==> config.mk <==
export PLATFORM = sky130hd
export DESIGN_NAME = casc_counter
export DESIGN_NICKNAME = d
export VERILOG_FILES = /design/src/rtl/cnt_pkg.sv /design/src/rtl/cnt_op_decode.sv /design/src/rtl/cnt_slice.sv /design/src/rtl/casc_counter.sv
export SDC_FILE = /design/constraint.sdc
export NUM_CORES = 1
export LEC_CHECK = 0
export ABC_AREA = 1
export BUFFER_PORTS_ARGS = -buffer_cell sky130_fd_sc_hd__buf_4
export CAP_MARGIN = 20
export CORE_MARGIN = 2
export CORE_UTILIZATION = 45
export CTS_BUF_LIST = sky130_fd_sc_hd__clkbuf_16
export CTS_CLUSTER_DIAMETER = 50
export DETAILED_ROUTE_END_ITERATION = 10
export GPL_TIMING_DRIVEN = 0
export HOLD_SLACK_MARGIN = 0.05
export PLACE_DENSITY = 0.85
export SLEW_MARGIN = 20
export SYNTH_ARGS = -nofsm -noshare
export SYNTH_HDL_FRONTEND = slang
export SYNTH_SLANG_ARGS = --single-unit
==> constraint.sdc <==
create_clock -name clk -period 1.45 [get_ports clk]
set_clock_uncertainty 0.1 [all_clocks]
set_input_delay 0.2175 -clock clk [delete_from_list [all_inputs] [get_ports clk]]
set_output_delay 0.2175 -clock clk [all_outputs]
set_load 0.005 [all_outputs]
==> src/rtl/cnt_pkg.sv <==
package cnt_pkg;
    localparam int SLICE_W = 4;

    typedef enum logic [1:0] {
        OP_HOLD = 2'd0,
        OP_STEP = 2'd1,
        OP_LOAD = 2'd2
    } slice_op_e;
endpackage

==> src/rtl/cnt_op_decode.sv <==
module cnt_op_decode
    import cnt_pkg::*;
(
    input  logic      load_n,
    input  logic      run_en,
    input  logic      carry_in,
    output slice_op_e op
);
    // Fixed priority: load first, then step, else hold.
    always_comb begin
        if (!load_n)
            op = OP_LOAD;
        else if (run_en && carry_in)
            op = OP_STEP;
        else
            op = OP_HOLD;
    end
endmodule

==> src/rtl/cnt_slice.sv <==
module cnt_slice
    import cnt_pkg::*;
#(
    parameter int W = SLICE_W
) (
    input  logic         clk,
    input  logic         rst_n,
    input  logic         load_n,
    input  logic         run_en,
    input  logic         carry_in,
    input  logic [W-1:0] d,
    output logic [W-1:0] q,
    output logic         carry_out
);
    localparam logic [W-1:0] ALL_ONES = {W{1'b1}};

    slice_op_e op;

    cnt_op_decode u_dec (
        .load_n   (load_n),
        .run_en   (run_en),
        .carry_in (carry_in),
        .op       (op)
    );

    // State register: value of this slice.
    always_ff @(posedge clk or negedge rst_n) begin
        if (!rst_n) begin
            q <= '0;
        end else begin
            unique case (op)
                OP_LOAD: q <= d;
                OP_STEP: q <= q + 1'b1;
                OP_HOLD: q <= q;
                default: q <= q;
            endcase
        end
    end

    // Output process: look-ahead carry to the next slice.
    always_comb begin
        carry_out = carry_in && (q == ALL_ONES);
    end

    // load edge copies the data
    a_r2_load_takes_data: assert property (@(posedge clk) disable iff (!rst_n)
        !load_n |=> q == $past(d));

    // step edge adds one with wrap
    a_r3_step_adds_one: assert property (@(posedge clk) disable iff (!rst_n)
        (load_n && run_en && carry_in) |=> q == W'($past(q) + 1'b1));

    // hold edge keeps the value
    a_r4_hold_keeps: assert property (@(posedge clk) disable iff (!rst_n)
        (load_n && !(run_en && carry_in)) |=> $stable(q));
endmodule

==> src/rtl/casc_counter.sv <==
module casc_counter
    import cnt_pkg::*;
#(
    parameter int NUM_SLICES = 3
) (
    input  logic                          clk,
    input  logic                          rst_n,
    input  logic                          load_n,
    input  logic                          run_en,
    input  logic                          carry_en,
    input  logic [SLICE_W*NUM_SLICES-1:0] data_in,
    output logic [SLICE_W*NUM_SLICES-1:0] count_q,
    output logic                          carry_out
);
    localparam int TOTAL_W = SLICE_W * NUM_SLICES;

    logic [NUM_SLICES:0] chain;

    assign chain[0] = carry_en;

    for (genvar s = 0; s < NUM_SLICES; s++) begin : g_slice
        cnt_slice #(.W(SLICE_W)) u_slice (
            .clk       (clk),
            .rst_n     (rst_n),
            .load_n    (load_n),
            .run_en    (run_en),
            .carry_in  (chain[s]),
            .d         (data_in[s*SLICE_W +: SLICE_W]),
            .q         (count_q[s*SLICE_W +: SLICE_W]),
            .carry_out (chain[s+1])
        );
    end

    assign carry_out = chain[NUM_SLICES];

    // value is zero on the edge that releases the clear
    a_r1_clear_zero: assert property (@(posedge clk)
        $rose(rst_n) |-> count_q == '0);

    // terminal count needs the carry enable and all ones
    a_r5_carry_gated: assert property (@(posedge clk) disable iff (!rst_n)
        carry_out |-> (carry_en && (&count_q)));

    a_r5_carry_present: assert property (@(posedge clk) disable iff (!rst_n)
        (carry_en && (&count_q)) |-> carry_out);

    // the whole chained value steps as one number
    a_r7_chain_step: assert property (@(posedge clk) disable iff (!rst_n)
        (load_n && run_en && carry_en) |=> count_q == TOTAL_W'($past(count_q) + 1'b1));
endmodule

==> summary.txt, run 1 <==
Worst hold path
  – Hold path depth: 3
  – Min-delay worst type: in2reg
  – Worst hold endpoint: g_slice[0].u_slice.q[2]
  – Hold path start: data_in[2]

Global route
  – First-pass GRT wire length: 3450 µm
  – GRT overflow: 0
  – Initial antenna violation count: 0
  – Largest net degree at the start of global routing: 13
  – Tot GR Track Use: 0.2381
  – Vias in the first global route: 831

Layout
  – Share of layout cells above drive strength 1: 0.4430
  – Fin area: 0.001267 mm²
  – Final layout net count: 170
  – Final core occ: 0.7588
  – # diodes: 0
  – Layout area overhead: 63.12%
  – Max reg flops: 12
  – Regs by FF count: g_slice.u_slice.q x12
  – Area taken by flip-flops and latches: 300.3 µm²
  – Non-filler cells in the finished layout: 166
  – Multi-input logic area: 469.2 µm²
  – Fillcell total: 115
  – Largest Register: g_slice.u_slice.q

Critical path
  – Setup crit end kind: output pin
  – WP data required: 1.13 ns
  – Worst Setup Start Kind: flip-flop
  – WS Path Type: reg2out
  – Reg-to-reg slack, setup: -0.13 ns
  – WP buf/inv: 1
  – Worst-path fanout max: 2
  – Worst r2r src: g_slice[0].u_slice.q[1]
  – Slowest cell on crit path: dfrtp_1
  – Max stage delay on crit path: 0.40 ns
  – RR Endpoint: g_slice[2].u_slice.q[1]
  – Delay-heaviest family, CP: flip-flops
  – CP Cell Sequence: ha_4 -> nand2_4 -> nor2_4 -> nand3_2 -> nor2_2 -> buf_4
  – CP arrival: 1.27 ns
  – R2R depth: 8

Clocking
  – CTS buffer count: 3
  – CTS tree: built
  – Root Buffer Master: clkbuf_16
  – Clock slew at reported path FFs: 0.04 ns
  – CTS sink cnt: 12
  – H-tree lvl count: 1
  – Skew-Pair Late Insertion Delay: 0.24 ns
  – CTS Buffer Depth: 2

Synth
  – Number of library cell types mapped by synthesis: 21
  – Syn nets: 122
  – Mapped Cells: 102
  – Register area share after synthesis: 0.3865
  – Synth area leader: dfrtp_1
  – Synth Cell Area: 777.0 µm²
  – Yosys top cell area share: 0.3865
  – YS warnings: 0
  – Syn Area/Cell: 7.618 µm²
  – Synth top area cells: dfrtp_1 39%, nand2_1 13%, nand3_1 10%
  – FF+latch count, synth: 12

STA
  – Min Tclk post-route: 1.584 ns
  – Worst-margin pin slew: 0.4140 ns
  – Rel. slew slack: 0.7211
  – RSZ-0062 raised after global routing: true
  – Final Cycle Share: 1.092
  – PnR worst setup slack: -0.1341 ns
  – Hold Vio Cnt, Final: 0
  – Final max-slew violation count: 0
  – # setup viols final: 7
  – Max Freq: 0.6313 GHz

Floorplan
  – Die extent in y: 45.56 µm
  – Die area: 0.002075 mm²
  – Std-Cell Rows: 15
  – Die width: 45.56 µm
  – Initial cell density of the core: 0.4652
  – I/O pins: 30
  – Placeable core region: 0.001670 mm²

Drt
  – DR vias: 887
  – DR DRC count: 0
  – Total Wirelength: 2355 µm
  – Antenna Nets Post-Route: 0
  – Drt pass-1 iters: 4
  – 1st-iter DRT viols: 19
  – Drt wl/cell: 14.19 µm
  – Vias per cell: 5.343

Placement
  – Placed instance area: 0.001008 mm²
  – Buffers on Ports: 28
  – Pre-CTS WS: -0.009767 ns
  – Routability Congestion: 0.8373
  – Placed Cells: 147
  – Post-DP HPWL: 1381 µm

Run
  – Max cap viols: 0

Status
  – Failing checks: negative setup slack
  – Status: complete, but fails checks

Power and ir drop
  – PwrDens: 972.1 mW/mm²
  – Worst IR drop on VDD: 0.6699 mV
  – Leak: 0.6555 nW
## worst max-delay path by stage
| stage | start | end | slack [ns] | cells past startpoint |
|---|---|---|---|---|
| finish | g_slice[0].u_slice.q[1] | carry_out | -0.13 | 6 |
| detailed placement | g_slice[0].u_slice.q[0] | carry_out | -0.01 | 6 |
| global placement | g_slice[0].u_slice.q[0] | carry_out | 0.06 | 6 |
| global route | g_slice[0].u_slice.q[1] | carry_out | -0.17 | 6 |
| floorplan | g_slice[0].u_slice.q[0] | g_slice[1].u_slice.q[0] | 0.17 | 6 |
| CTS | g_slice[0].u_slice.q[0] | carry_out | -0.13 | 6 |
## metal layers
layer  vias up  part of all wire  track usage
met5         -                 0            0
li1        421                 -            -
met2        39              0.52       0.4338
met3         9             0.057      0.03968
met1       418              0.39       0.2512
met4         0             0.031       0.1412
## final cells by class
cell class	instances	share of cell area
Inverter	13	0.03850
Timing Repair Buffer	43	0.2655
Clock buffer	3	0.05923
Sequential cell	12	0.2369
Tap cell	17	0.01678
Clock inverter	1	0.002961
Multi-Input combinational cell	75	0.3702
Buffer	2	0.009872
## timing repair
| item | CTS | global route |
|---|---|---|
| setup buffers | 9 | 5 |
| pin swaps | 4 | 9 |
| hold endpoints to repair | 12 | 0 |
| hold buffers | 1 | 0 |
| gates resized for setup | 6 | 10 |
| setup endpoints to repair | 1 | 9 |
## synthesized netlist by cell type, drive strengths merged
master and number:
o211ai 2, or2 5, nand4 2, nor2 9
ha 3, nand2 29, xnor2 1, nor3 2
buf 2, nand3 17, o21a 1, xor2 2
a22oi 1, dfrtp 12, inv 13, o21ai 1
## layout by cell type, fill, tap and decap left out, types with 2 or more instances in the layout
cell type and instances:
xor2_1 2, buf_6 3, inv_1 13, clkbuf_16 3
buf_4 40, nand4_1 2, o211ai_1 2, nor2_4 3
dfrtp_1 12, or2_2 4, nor2_1 5, nand2_1 26
nand2_2 2, nand3_2 4, nand3_1 13
## cells by family (layout without fill, tap and decap cells)
logic type,after synthesis,after routing,share of synthesized area
simple gates,64,64,0.4074
flops,12,12,0.3865
fa+ha+maj,3,3,0.04831
compound gates,5,5,0.04508
buf+inv,15,62,0.07891
xor+xnor,3,3,0.03382
## tightest hold or removal path, delay by kind of cell
family / cells / cell delay [ns]
AND/OR/NAND/NOR: 2 / 0.12
buffers and inverters: 1 / 0.07
## stage by stage
| step | power [mW] | hold slack (ns) | TNS [ns] |
|---|---|---|---|
| floorplan | 0.5150 | -0.1781 | 0 |
| global route | 1.275 | 0.1207 | -1.082 |
| finish | 1.232 | 0.1032 | -0.7925 |
| detailed placement | 0.6285 | -0.03205 | -0.009767 |
| global placement | 0.6194 | -0.03293 | 0 |
| CTS | 1.182 | 0.09334 | -0.1277 |
## where the power goes
group	switching, mW	internal [mW]
registers	0.0356	0.369
logic	0.137	0.172
clock network	0.154	0.364
(Power assumes the default switching activity.)
==> run 2: changes to the inputs <==
--- a/config.mk
+++ b/config.mk
@@ -16,7 +16,8 @@
 export GPL_TIMING_DRIVEN = 0
 export HOLD_SLACK_MARGIN = 0.05
 export PLACE_DENSITY = 0.85
-export SLEW_MARGIN = 20
+export REMOVE_ABC_BUFFERS = 1
+export SLEW_MARGIN = 25
 export SYNTH_ARGS = -nofsm -noshare
 export SYNTH_HDL_FRONTEND = slang
 export SYNTH_SLANG_ARGS = --single-unit
==> run 2 against run 1 <==
The flow still finishes with violations (negative setup slack). Sequential share of layout area increased by 0.75 points. Count of clock-buffer cells in the layout unchanged. Combinational power decreased by 8.7%.
==> summary.txt, run 2 (synthesis gave the netlist of run 1 again) <==
Status
  – Status: complete, but fails checks
  – Failing checks: negative setup slack

Drt
  – 1st-iter DRT viols: 18
  – DR DRC count: 0
  – Vias per cell: 5.224
  – Drt wl/cell: 13.41 µm
  – Drt pass-1 iters: 4
  – Total Wirelength: 2159 µm
  – DR vias: 841
  – Antenna Nets Post-Route: 0

Floorplan
  – Die extent in y: 45.56 µm
  – Initial cell density of the core: 0.4652
  – Std-Cell Rows: 15
  – I/O pins: 30
  – Die area: 0.002075 mm²
  – Die width: 45.56 µm
  – Placeable core region: 0.001670 mm²

Power and ir drop
  – Leak: 0.6271 nW
  – Worst IR drop on VDD: 0.6933 mV
  – PwrDens: 956.6 mW/mm²

Layout
  – Layout area overhead: 58.13%
  – Largest Register: g_slice.u_slice.q
  – Most frequent cells in the layout: 39 x buf_4, 27 x nand2_1, 14 x nand3_1, 12 x dfrtp_1, 11 x inv_1
  – Regs by FF count: g_slice.u_slice.q x12
  – Commonest non-fill, non-tap cell in the layout: buf_4
  – Max reg flops: 12
  – # diodes: 0
  – Final layout net count: 166
  – Final core occ: 0.7356
  – Non-filler cells in the finished layout: 161
  – Share of layout cells above drive strength 1: 0.4306

STA
  – Max Freq: 0.6517 GHz
  – PnR worst setup slack: -0.08441 ns
  – RSZ-0062 raised after global routing: true
  – Final max-slew violation count: 0
  – Min Tclk post-route: 1.534 ns
  – Hold Vio Cnt, Final: 0
  – Rel. slew slack: 0.6669
  – # setup viols final: 1
  – Final Cycle Share: 1.058
  – Worst-margin pin slew: 0.4991 ns

Global route
  – Tot GR Track Use: 0.2370
  – M1 GR Usage: 0.2878
  – Largest net degree at the start of global routing: 14
  – Initial antenna violation count: 0
  – Met2 GRT Util: 0.4169
  – GRT overflow: 0
  – M3 GR Usage: 0.03571
  – Gr busiest metal: met2
  – First-pass GRT wire length: 3525 µm
  – Vias in the first global route: 834

Critical path
  – Worst-path fanout max: 2
  – Worst Setup Start Kind: flip-flop
  – WP buf/inv: 2
  – CP Cell Sequence: ha_2 -> nand2_2 -> nor2_4 -> inv_2 -> nor2_2 -> buf_4
  – Worst Setup SP: g_slice[1].u_slice.q[0]
  – WS Path Type: reg2out
  – Setup crit end kind: output pin
  – Worst r2r src: g_slice[0].u_slice.q[0]
  – Delay-heaviest family, CP: flip-flops
  – WP data required: 1.13 ns
  – Max stage delay on crit path: 0.36 ns
  – CP arrival: 1.22 ns
  – Slowest cell on crit path: dfrtp_1

Worst hold path
  – Min-delay worst type: in2reg
  – Hold path start: data_in[8]

Clocking
  – Root Buffer Master: clkbuf_16
  – CTS sink cnt: 12
  – CTS tree: built
  – H-tree lvl count: 1
  – Skew-Pair Late Insertion Delay: 0.24 ns
  – CTS Buffer Depth: 2
  – Clock slew at reported path FFs: 0.04 ns
  – CTS buffer count: 3

Placement
  – Placed Cells: 146
  – Pre-CTS WS: 0.03219 ns
  – Routability Congestion: 0.7365
  – Post-DP HPWL: 1362 µm
  – Buffers on Ports: 29

Run
  – Max cap viols: 0
[run 2: worst paths after layout]
path,to,slack [ns],depth (start not counted)
max in group asynchronous,g_slice[1].u_slice.q[3],0.82,2
min in group asynchronous,g_slice[2].u_slice.q[1],0.27,2
worst min register to register,g_slice[1].u_slice.q[3],0.41,2
worst min-delay path,g_slice[2].u_slice.q[0],0.1,3
worst max register to register,g_slice[1].u_slice.q[0],0.06,7
worst max-delay path,carry_out,-0.08,6
[run 2: worst reg2reg max path: stages, from the launching register on]
cell and delay (ns):
dfrtp_1 0.39, ha_4 0.17, nand2_4 0.06, buf_6 0.13, nor3_4 0.20, nor2_4 0.08, nand2_1 0.08, nand3_1 0.07
[run 2: layer usage]
layer  wire length, µm  share of wire
met5                 0              0
met4                26          0.012
met3               119          0.055
met2              1134           0.53
met1               878           0.41
[run 2: where the power goes]
group / switching, mW / internal (mW)
Combinational: 0.128 / 0.154
Sequential: 0.0346 / 0.369
Clock: 0.132 / 0.358
[run 2: final cells by class]
| type | count | area, µm² |
|---|---|---|
| Inverter | 13 | 48.80 |
| Clock buffer | 3 | 75.07 |
| Tap cell | 17 | 21.27 |
| Timing Repair Buffer | 41 | 314.1 |
| Sequential cell | 12 | 300.3 |
| Fill cell | 133 | 441.7 |
| Multi-Input combinational cell | 75 | 469.2 |
[run 2: per-stage QoR]
| stage | instance area, µm² | power [mW] | TNS, ns | hold WS [ns] |
|---|---|---|---|---|
| 4_1_cts | 1171 | 1.164 | -0.2460 | 0.09614 |
| 3_5_place_dp | 1003 | 0.6262 | 0 | -0.03219 |
| 6_report | 1229 | 1.175 | -0.08441 | 0.09782 |
| 5_1_grt | 1229 | 1.236 | -0.2650 | 0.1225 |
| 3_3_place_gp | 1003 | 0.6184 | 0 | -0.03307 |
| 2_1_floorplan | 764.5 | 0.5096 | 0 | -0.1781 |
[run 2: timing repair]
| item | 4_1_cts | 5_1_grt |
|---|---|---|
| setup endpoints to repair | 1 | 9 |
| resized for setup | 4 | 10 |
| hold endpoints to repair | 12 | 0 |
| pin swaps | 5 | 8 |
| hold buffers | 1 | 0 |
| setup buffers | 9 | 2 |
